## src/rtl/qpc_pkg.sv

```systemverilog
package qpc_pkg;

  localparam logic [1:0] ADDR_CTRL  = 2'd0;
  localparam logic [1:0] ADDR_COUNT = 2'd1;
  localparam logic [1:0] ADDR_LIMIT = 2'd2;
  localparam logic [1:0] ADDR_STAT  = 2'd3;

  // strobes from the decoder to the counter datapath
  typedef struct packed {
    logic stepUp;
    logic stepDn;
    logic idxClr;
    logic idxLoad;
    logic illegal;
  } qpcStrobe_t;

  // sampling-divider mask: tick when the free counter's low bits are zero
  function automatic logic [7:0] divMask(input logic [2:0] sel);
    logic [3:0] shift;
    case (sel)
      3'd0: shift = 4'd0;
      3'd1: shift = 4'd1;
      3'd2: shift = 4'd2;
      3'd3: shift = 4'd4;
      3'd4: shift = 4'd5;
      3'd5: shift = 4'd6;
      3'd6: shift = 4'd7;
      default: shift = 4'd8;
    endcase
    divMask = 8'((9'd1 << shift) - 9'd1);
  endfunction

endpackage

```

## src/rtl/qpc_filter.sv

```systemverilog
module qpc_filter #(
  parameter int DEPTH = 3
) (
  input  logic clk,
  input  logic rstN,
  input  logic tick,
  input  logic pinIn,
  output logic pinOut
);

  logic [1:0]       syncQ;
  logic [DEPTH-1:0] hist;
  logic [DEPTH-1:0] histNext;

  assign histNext = {hist[DEPTH-2:0], syncQ[1]};

  always_ff @(posedge clk or negedge rstN) begin
    if (!rstN) begin
      syncQ  <= '0;
      hist   <= '0;
      pinOut <= 1'b0;
    end else begin
      syncQ <= {syncQ[0], pinIn};
      if (tick) begin
        hist <= histNext;
        if (&histNext)       pinOut <= 1'b1;
        else if (~|histNext) pinOut <= 1'b0;
      end
    end
  end


  filt_tick_only_chk: assert property (@(posedge clk) disable iff (!rstN)
    !$stable(pinOut) |-> $past(tick));

endmodule

```

## src/rtl/qpc_control.sv

```systemverilog
module qpc_control
  import qpc_pkg::*;
#(
  parameter int DIV_W = 8
) (
  input  logic       clk,
  input  logic       rstN,
  input  logic [2:0] mode,
  input  logic [2:0] divSel,
  input  logic       fltA,
  input  logic       fltB,
  input  logic       fltIdx,
  output logic       tick,
  output logic       dirUp,
  output qpcStrobe_t stb
);

  logic [DIV_W-1:0] divCnt;
  logic             aPrev, bPrev, idxPrev;
  logic             aEdge, bEdge, idxRise;
  logic             enabled, quadMode, idxMode;

  assign tick     = (divCnt & DIV_W'(divMask(divSel))) == '0;
  assign aEdge    = fltA ^ aPrev;
  assign bEdge    = fltB ^ bPrev;
  assign idxRise  = fltIdx & ~idxPrev;
  assign enabled  = mode[2];
  assign quadMode = mode[1];
  assign idxMode  = ~mode[0];

  always_ff @(posedge clk or negedge rstN) begin
    if (!rstN) begin
      divCnt  <= '0;
      aPrev   <= 1'b0;
      bPrev   <= 1'b0;
      idxPrev <= 1'b0;
    end else begin
      divCnt  <= divCnt + 1'b1;
      aPrev   <= fltA;
      bPrev   <= fltB;
      idxPrev <= fltIdx;
    end
  end

  always_comb begin
    stb = '0;
    if (enabled) begin
      if (aEdge && bEdge) begin
        stb.illegal = 1'b1;
      end else if (aEdge) begin
        stb.stepUp = (fltA != fltB);
        stb.stepDn = (fltA == fltB);
      end else if (bEdge && quadMode) begin
        stb.stepUp = (fltB == fltA);
        stb.stepDn = (fltB != fltA);
      end
      if (idxMode && idxRise) begin
        stb.idxClr  = dirUp;
        stb.idxLoad = ~dirUp;
      end
    end
  end

  always_ff @(posedge clk or negedge rstN) begin
    if (!rstN)           dirUp <= 1'b1;
    else if (stb.stepUp) dirUp <= 1'b1;
    else if (stb.stepDn) dirUp <= 1'b0;
  end


  one_step_kind_chk: assert property (@(posedge clk) disable iff (!rstN)
    $onehot0({stb.stepUp, stb.stepDn, stb.illegal}));


  dir_follows_down_chk: assert property (@(posedge clk) disable iff (!rstN)
    stb.stepDn |=> !dirUp);


  dir_follows_up_chk: assert property (@(posedge clk) disable iff (!rstN)
    stb.stepUp |=> dirUp);


  idle_no_strobe_chk: assert property (@(posedge clk) disable iff (!rstN)
    !mode[2] |-> (stb == '0));

endmodule

```

## src/rtl/qpc_datapath.sv

```systemverilog
module qpc_datapath
  import qpc_pkg::*;
#(
  parameter int CNT_W = 16
) (
  input  logic             clk,
  input  logic             rstN,
  input  qpcStrobe_t       stb,
  input  logic             limitMode,
  input  logic             wrCount,
  input  logic             wrLimit,
  input  logic             wrStat,
  input  logic [CNT_W-1:0] wrData,
  output logic [CNT_W-1:0] count,
  output logic [CNT_W-1:0] limit,
  output logic             errFlag,
  output logic             evt
);

  logic [CNT_W-1:0] topVal;
  logic             anyIdx;

  assign topVal = limitMode ? limit : '1;
  assign anyIdx = stb.idxClr | stb.idxLoad;

  always_ff @(posedge clk or negedge rstN) begin
    if (!rstN) begin
      count <= '0;
      evt   <= 1'b0;
    end else begin
      evt <= 1'b0;
      if (wrCount) begin
        count <= wrData;
      end else if (stb.idxClr) begin
        count <= '0;
        evt   <= 1'b1;
      end else if (stb.idxLoad) begin
        count <= limit;
        evt   <= 1'b1;
      end else if (stb.stepUp) begin
        if (count >= topVal) begin
          count <= '0;
          evt   <= 1'b1;
        end else begin
          count <= count + 1'b1;
        end
      end else if (stb.stepDn) begin
        if (count == '0) begin
          count <= topVal;
          evt   <= 1'b1;
        end else begin
          count <= count - 1'b1;
        end
      end
    end
  end

  always_ff @(posedge clk or negedge rstN) begin
    if (!rstN)        limit <= '1;
    else if (wrLimit) limit <= wrData;
  end

  always_ff @(posedge clk or negedge rstN) begin
    if (!rstN)            errFlag <= 1'b0;
    else if (stb.illegal) errFlag <= 1'b1;
    else if (wrStat)      errFlag <= 1'b0;
  end


  up_wrap_chk: assert property (@(posedge clk) disable iff (!rstN)
    (stb.stepUp && limitMode && count == limit && !wrCount && !anyIdx)
      |=> (count == '0) && evt);


  down_wrap_chk: assert property (@(posedge clk) disable iff (!rstN)
    (stb.stepDn && count == '0 && !wrCount && !anyIdx)
      |=> (count == $past(topVal)) && evt);


  illegal_hold_chk: assert property (@(posedge clk) disable iff (!rstN)
    (stb.illegal && !wrCount && !anyIdx) |=> $stable(count));


  err_sticky_chk: assert property (@(posedge clk) disable iff (!rstN)
    (errFlag && !wrStat) |=> errFlag);


  idx_clear_chk: assert property (@(posedge clk) disable iff (!rstN)
    (stb.idxClr && !wrCount) |=> (count == '0) && evt);

endmodule

```

## src/rtl/quad_pos_counter.sv

```systemverilog
module quad_pos_counter
  import qpc_pkg::*;
#(
  parameter int CNT_W      = 16,
  parameter int DIV_W      = 8,
  parameter int FILT_DEPTH = 3
) (
  input  logic             clk,
  input  logic             rstN,
  input  logic             encA,
  input  logic             encB,
  input  logic             encIdx,
  input  logic             wrEn,
  input  logic [1:0]       wrAddr,
  input  logic [CNT_W-1:0] wrData,
  input  logic [1:0]       rdAddr,
  output logic [CNT_W-1:0] rdData,
  output logic             dirOut,
  output logic             evtOut
);

  localparam int NUM_PINS = 3;

  logic [NUM_PINS-1:0] pinRaw;
  logic [NUM_PINS-1:0] pinFlt;
  logic [2:0]          mode;
  logic [2:0]          divSel;
  logic                tick;
  logic                errFlag;
  logic [CNT_W-1:0]    count;
  logic [CNT_W-1:0]    limit;
  qpcStrobe_t          stb;

  assign pinRaw = {encIdx, encB, encA};

  for (genvar p = 0; p < NUM_PINS; p++) begin : gFilt
    qpc_filter #(.DEPTH(FILT_DEPTH)) uFilt (
      .clk(clk), .rstN(rstN), .tick(tick),
      .pinIn(pinRaw[p]), .pinOut(pinFlt[p])
    );
  end

  always_ff @(posedge clk or negedge rstN) begin
    if (!rstN) begin
      mode   <= '0;
      divSel <= '0;
    end else if (wrEn && wrAddr == ADDR_CTRL) begin
      mode   <= wrData[2:0];
      divSel <= wrData[6:4];
    end
  end

  qpc_control #(.DIV_W(DIV_W)) uCtrl (
    .clk(clk), .rstN(rstN), .mode(mode), .divSel(divSel),
    .fltA(pinFlt[0]), .fltB(pinFlt[1]), .fltIdx(pinFlt[2]),
    .tick(tick), .dirUp(dirOut), .stb(stb)
  );

  qpc_datapath #(.CNT_W(CNT_W)) uData (
    .clk(clk), .rstN(rstN), .stb(stb),
    .limitMode(mode[2] & mode[0]),
    .wrCount(wrEn && wrAddr == ADDR_COUNT),
    .wrLimit(wrEn && wrAddr == ADDR_LIMIT),
    .wrStat(wrEn && wrAddr == ADDR_STAT),
    .wrData(wrData), .count(count), .limit(limit),
    .errFlag(errFlag), .evt(evtOut)
  );

  always_comb begin
    case (rdAddr)
      ADDR_CTRL:  rdData = CNT_W'({divSel, 1'b0, mode});
      ADDR_COUNT: rdData = count;
      ADDR_LIMIT: rdData = limit;
      default:    rdData = CNT_W'({errFlag, dirOut});
    endcase
  end

endmodule

```

## config.mk

```make
export PLATFORM = sky130hd
export DESIGN_NAME = quad_pos_counter
export DESIGN_NICKNAME = d
export VERILOG_FILES = /design/src/rtl/qpc_pkg.sv /design/src/rtl/qpc_filter.sv /design/src/rtl/qpc_control.sv /design/src/rtl/qpc_datapath.sv /design/src/rtl/quad_pos_counter.sv
export SDC_FILE = /design/constraint.sdc
export NUM_CORES = 1
export LEC_CHECK = 0
export BUFFER_PORTS_ARGS = -buffer_cell sky130_fd_sc_hd__buf_4
export CAP_MARGIN = 5
export CORE_UTILIZATION = 50
export DETAILED_ROUTE_END_ITERATION = 6
export HOLD_SLACK_MARGIN = 0.06
export MAX_ROUTING_LAYER = met4
export PLACE_DENSITY = 0.71
export REMOVE_ABC_BUFFERS = 1
export SYNTH_ARGS = -nofsm -noshare
export SYNTH_HDL_FRONTEND = slang
export SYNTH_SLANG_ARGS = --single-unit
```

## constraint.sdc

```tcl
create_clock -name clk -period 6.7 [get_ports clk]
set_input_delay 0.67 -clock clk [delete_from_list [all_inputs] [get_ports clk]]
set_output_delay 0.67 -clock clk [all_outputs]
set_load 0.005 [all_outputs]
```

# Word level (Yosys, flattened, before mapping)
# Index checks and enable logic that the tools add are counted.
dict set report totals {
  register_bits 67
  inputBits 26
  out_inout_bits 18
}
dict set report op_classes {
  add_sub_neg 4
  n_lt_le_gt_ge 1
  eq_ne 18
  shift 1
  mux 33
  bitwise_logic 8
  reduce_logical 24
}
# cell count
set ops {}
lappend ops {{$mux 16} 8}
lappend ops {{$pmux 16 s3} 1}
lappend ops {{$pmux 4 s7} 1}
lappend ops {{$mux 1} 18}
lappend ops {{$add 16x1->16 const B} 1}
lappend ops {{$ge 16x16->1} 1}
lappend ops {{$logic_not 16->1} 1}
lappend ops {{$sub 16x1->16 const B} 1}
lappend ops {{$eq 3x3->1 const B} 3}
lappend ops {{$reduce_and 3->1} 3}
lappend ops {{$reduce_or 3->1} 3}
lappend ops {{$add 8x1->8 const B} 1}
lappend ops {{$and 8x8->8} 1}
lappend ops {{$logic_not 8->1} 1}
lappend ops {{$mux 2} 4}
lappend ops {{$shl 1x4->8 const A} 1}
lappend ops {{$sub 8x1->8 const B} 1}
lappend ops {{$logic_and 1x1->1} 7}
lappend ops {{$eq 2x2->1 const B} 3}
lappend ops {{$eq 3x2->1 const B} 2}
lappend ops {{$ne 2x1->1 const B} 3}
lappend ops {{$reduce_and 2->1} 3}
lappend ops {{$mux 5} 1}
lappend ops {{$reduce_bool 5->1} 1}
lappend ops {{other kinds (10)} 19}

# Longest topological paths before layout
dict set report logic_depth {
  depth_word 11
  ltp_mapped 11
}

# Modules after synthesis
# Synthesis repeated with hierarchy kept, for this count alone.
dict set report hier_totals {
  hier_cells 488
  area_unflattened_um2 4805.9
}
# module instances cells_each area_per_inst_um2 seq_area_each_um2
set modules_own_cells {}
lappend modules_own_cells {qpc_datapath 1 340 3031.7 870.8}
lappend modules_own_cells {qpc_control 1 71 699.4 301.5}
lappend modules_own_cells {qpc_filter 3 11 182.7 125.1}
lappend modules_own_cells {quad_pos_counter 1 44 526.8 150.1}

# Worst setup path before layout
# No wires, ideal clock.
dict set report synth_timing {
  path_type {register -> register}
  startpoint {register mode[2]}
  endpoint {register uData.count[13]}
  t_arrival_ns 2.958
  required_ns 6.605
  slack_ns 3.647
  path_stages_with_launch 12
  n_path_buf 2
  period_less_slack_ns 3.053
  cell_sequence {dfrtp_1 -> clkbuf_1 -> nand2_1 -> clkbuf_1 -> or2_2 -> ha_1 -> nand2b_1 -> a2111o_1 -> a31oi_1 -> a21oi_1 -> or2_2 -> o31ai_1}
}
dict set report synth_between {
  elab_chain_cells 8
  word_cells_on_any_way 12
  cone_classes {1 x order compare; 9 x mux; 1 x bitwise; 1 x reduce/logical}
}
# element line_no
set synth_rtl {}
lappend synth_rtl {{start, declared} quad_pos_counter.sv:26} ;# logic [2:0] mode;
lappend synth_rtl {{start signal, assigned} quad_pos_counter.sv:48} ;# mode <= wrData[2:0];
lappend synth_rtl {{$and 1x1->1} quad_pos_counter.sv:61} ;# .limitMode(mode[2] & mode[0]),
lappend synth_rtl {{$mux 16} qpc_datapath.sv:23} ;# assign topVal = limitMode ? limit : '1;
lappend synth_rtl {{$ge 16x16->1 / $mux 16 (equally long branches)} {qpc_datapath.sv:41, qpc_datapath.sv:48}}
lappend synth_rtl {{$mux 16 (on tied branches)} {qpc_datapath.sv:41, qpc_datapath.sv:47}}
lappend synth_rtl {{$mux 16} qpc_datapath.sv:40} ;# end else if (stb.stepUp) begin
lappend synth_rtl {{$mux 16} qpc_datapath.sv:37} ;# end else if (stb.idxLoad) begin
lappend synth_rtl {{$mux 16} qpc_datapath.sv:34} ;# end else if (stb.idxClr) begin
lappend synth_rtl {{$mux 16} qpc_datapath.sv:32} ;# if (wrCount) begin
lappend synth_rtl {{end signal, assigned} qpc_datapath.sv:33} ;# count <= wrData;
lappend synth_rtl {{end signal, assigned} qpc_datapath.sv:38} ;# count <= limit;
lappend synth_rtl {{end signal, assigned} qpc_datapath.sv:45} ;# count <= count + 1'b1;
lappend synth_rtl {{end, declared} qpc_datapath.sv:14} ;# output logic [CNT_W-1:0] count,
# Parallel ways exist; a longest one is shown, timed or not. The select of a mux whose other input is x is not followed.
# A chain may end at the register's enable or synchronous reset.

# Worst setup path in the final report
# Ends and elaborated chain as after synthesis.

==> results.py <==
metrics = {
    "clocking": {
        "cts-hold-fix-buffers": 0,
        "clk_path_buf_depth": 2,
        "postCtsSetupBuffers": 0,
        "ctsResizeCount": 0,
        "clock_latency_ns": 0.36,
        "clock_sinks": 67,
        "cts_tree": "done",
        "cts_made_buffers": 9,
        "cts_max_level": 3,
        "cts-root-buf": "clkbuf_8",
        "clk_pin_slew_worst_paths_ns": 0.08,
    },
    "place": {
        "portBuffers": 43,
        "gp_congestion": 0.942,
        "dp_hpwl_um": 8570,
        "place_inst": 615,
    },
    "floorplanning": {
        "core_um2": 9150,
        "die_height_um": 99.0,
        "rows": 35,
        "initial_core_util": 0.513,
        "fp.dieW_um": 99.0,
        "ioPinCount": 44,
        "die_area_um2": 9790,
    },
    "critical_path": {
        "worstPathCellList": "nand2_1 > or2_2 > ha_1 > nand2b_1 > a2111o_1 > a31oi_1 > a21oi_1 > or2_2 > o31ai_1",
        "cp_top_family": "simple AND/OR/NAND/NOR gates",
        "cp-start-kind": "flip-flop",
        "reg2reg_depth": 9,
        "startpoint": "mode[2]",
        "slowest_delay_ns": 0.55,
        "crit_type": "flip-flop to flip-flop",
        "critPathArrivalTime_ns": 3.86,
        "worstPathRequired_ns": 6.95,
        "r2r_end": "uData.count[13]",
        "endpoint_kind": "flip-flop",
        "critical_path.slowest_cell": "dfrtp_1",
        "path_buf_inv": 0,
        "r2r-start": "mode[2]",
        "rrSetupSlack_ns": 3.09,
        "cp_max_fo": 21,
        "crit_path_frequent_cell": "or2_2",
    },
    "routing": {
        "drc": 0,
        "vias": 4055,
        "wl_per_cell_um": 19.2,
        "drt-initial-drc-count": 243,
        "totalWireLength_um": 12100,
        "wl_met3_um": 560,
        "first_pass_iters": 4,
        "wl_met2_um": 5910,
        "viasPerCell": 6.43,
        "m1WireLength_um": 5400,
        "antenna_violating_nets_post_route": 0,
        "highest_layer": "met4",
    },
    "sta": {
        "max_slew_margin": 0.263,
        "drv_slew": 0,
        "final.setup_skew_ns": 0.0122,
        "maxClockFrequency_mhz": 277,
        "min_period_ns": 3.61,
        "hold_viol": 0,
        "finalCritPeriodShare": 0.538,
        "finalSetupViolCount": 0,
        "fin_tns_setup_ns": 0,
        "worstMarginPinSlew_ns": 1.10,
        "rsz0062_at_grt": "no",
    },
    "power_and_ir_drop": {
        "ir_drop_uv": 156,
        "p_leak_nw": 2.14,
        "p_total_mw": 1.79,
        "power_density_nw_per_um2": 343,
    },
    "synth": {
        "ys_types": 69,
        "syn_area_um2": 4700,
        "yosys_warnings": 0,
        "synth-seq-area-share": 0.361,
        "synth_edf_count": 0,
        "avgSynthCellArea_um2": 9.51,
        "synthFlopType": "dfrtp_1",
        "postSynthCellCount": 494,
        "async_flop_share": 1.00,
        "ys_ff_latch": 67,
    },
    "global_route": {
        "antenna_found_initial": 0,
        "overflow": 0,
        "grt_pass1_vias": 3978,
        "grt_usage": 0.270,
        "grt_max_degree": 68,
        "grt_pass1_wl_um": 20200,
    },
    "min_path": {
        "min_from": "gFilt[1].uFilt.syncQ[0]",
        "min_to": "gFilt[1].uFilt.syncQ[1]",
        "hold_depth": 0,
        "hold_path_class": "flip-flop to flip-flop",
    },
    "outcome": {
        "outcome": "complete, no violations",
    },
    "layout": {
        "n_antenna_cell": 0,
        "num-nets-final": 562,
        "stdcell_count": 631,
        "area_growth_pct": 11.2,
        "drive_gt1_frac": 0.235,
    },
    "run": {
        "drv_cap": 0,
    },
}
-- sequential cells by signal, summed over array words and instances (netlist names), 3 cells and up --
| register | count |
|---|---|
| divSel | 3 |
| gFilt.uFilt.pinOut | 3 |
| gFilt.uFilt.hist | 6 |
| gFilt.uFilt.syncQ | 6 |
| uCtrl.divCnt | 8 |
| uData.limit | 16 |
| uData.count | 16 |
| mode | 3 |
-- worst reg2reg max path, cell delays in order (launching register included) --
cell and delay [ns]:
dfrtp_1 0.55, nand2_1 0.53, or2_2 0.50, ha_1 0.27, nand2b_1 0.14, a2111o_1 0.40, a31oi_1 0.31, a21oi_1 0.18
or2_2 0.37, o31ai_1 0.25
-- cell usage after synthesis, drive strengths merged, types with 4 or more instances --
master | number | area (um2)
a21oi | 15 | 75.1
o21ai | 36 | 180
o21a | 4 | 30.0
mux2i | 12 | 120
nand2 | 29 | 109
a22o | 11 | 96.3
dfrtp | 50 | 1250
nand4 | 12 | 81.3
or2 | 6 | 37.5
nor3 | 13 | 65.1
a31oi | 6 | 37.5
a211oi | 6 | 45.0
xor2 | 13 | 114
or3 | 4 | 25.0
nor4 | 4 | 46.3
clkbuf | 22 | 82.6
o211ai | 4 | 30.0
o311ai | 4 | 35.0
nor2b | 4 | 25.0
dfstp | 17 | 447
nor2 | 33 | 124
a22oi | 8 | 60.1
nor3b | 4 | 30.0
ha | 21 | 263
and3 | 8 | 50.1
a221oi | 8 | 76.3
nand3 | 19 | 108
nand2b | 7 | 43.8
o31ai | 6 | 45.0
xnor2 | 15 | 131
mux2 | 27 | 304
buf | 14 | 82.6
inv | 11 | 41.3
-- per-layer routing --
layer  up-vias  global-route usage
met5         -                   -
met4         0              0.0918
met3        21              0.0340
met2       128               0.427
met1      2003               0.361
li1       1903                   -
-- cell usage in the layout (no fill, tap or decap), drive strengths merged, types with 7 or more instances in the layout --
cell type | synthesis | final
a21oi | 15 | 15
a221oi | 8 | 8
a22o | 11 | 11
a22oi | 8 | 8
and3 | 8 | 8
buf | 14 | 46
clkbuf | 22 | 9
dfrtp | 50 | 50
dfstp | 17 | 17
ha | 21 | 21
inv | 11 | 14
mux2 | 27 | 27
mux2i | 12 | 12
nand2 | 29 | 29
nand2b | 7 | 7
nand3 | 19 | 19
nand4 | 12 | 12
nor2 | 33 | 33
nor3 | 13 | 13
o21ai | 36 | 36
xnor2 | 15 | 15
xor2 | 13 | 13
-- power by group --
part	internal [mW]	total, mW	switching, mW
sequential	0.516	0.749	0.234
combinational	0.360	0.689	0.328
clock	0.178	0.356	0.178
total	1.05	1.79	0.740
-- per-stage QoR --
| step | hold slack (ns) | util | cell area (um2) | worst slack [ns] |
|---|---|---|---|---|
| after floorplan | 0.331 | - | 4530 | 3.65 |
| after global placement | 0.335 | 0.548 | 5020 | 3.31 |
| after detailed placement | 0.337 | 0.548 | 5020 | 3.16 |
| after CTS | 0.357 | 0.571 | 5230 | 3.13 |
| after global routing | 0.359 | 0.571 | 5230 | 2.87 |
| final | 0.354 | 0.571 | 5230 | 3.09 |
-- cell families after synthesis --
| family | count (synthesis) | synth area share |
|---|---|---|
| and+or+nand+nor | 157 | 0.185 |
| AOI/OAI and AO/OA | 132 | 0.200 |
| DFF | 67 | 0.361 |
| buffers and inverters | 47 | 0.0439 |
| muxes | 41 | 0.0998 |
| xor gates and xnor gates | 28 | 0.0522 |
| adders and majority gates | 22 | 0.0580 |
-- worst max-delay path by stage --
stage	to	cells past startpoint
6_report	uData.count[13]	9
5_1_grt	uData.count[13]	9
4_1_cts	uData.count[13]	9
3_5_place_dp	uData.count[13]	9
3_3_place_gp	uData.count[13]	9
2_1_floorplan	uData.count[13]	9
-- cell type report --
| class | instances | area, um2 |
|---|---|---|
| sequential | 67 | 1700 |
| multi-input combinational | 380 | 2800 |
| clock buffer | 9 | 124 |
| inverter | 11 | 41.3 |
| clock inverter | 7 | 83.8 |
| fill | 812 | 3930 |
| tap | 111 | 139 |
| timing repair buffer | 46 | 345 |
Note: power is estimated with default switching activity, not from simulation.
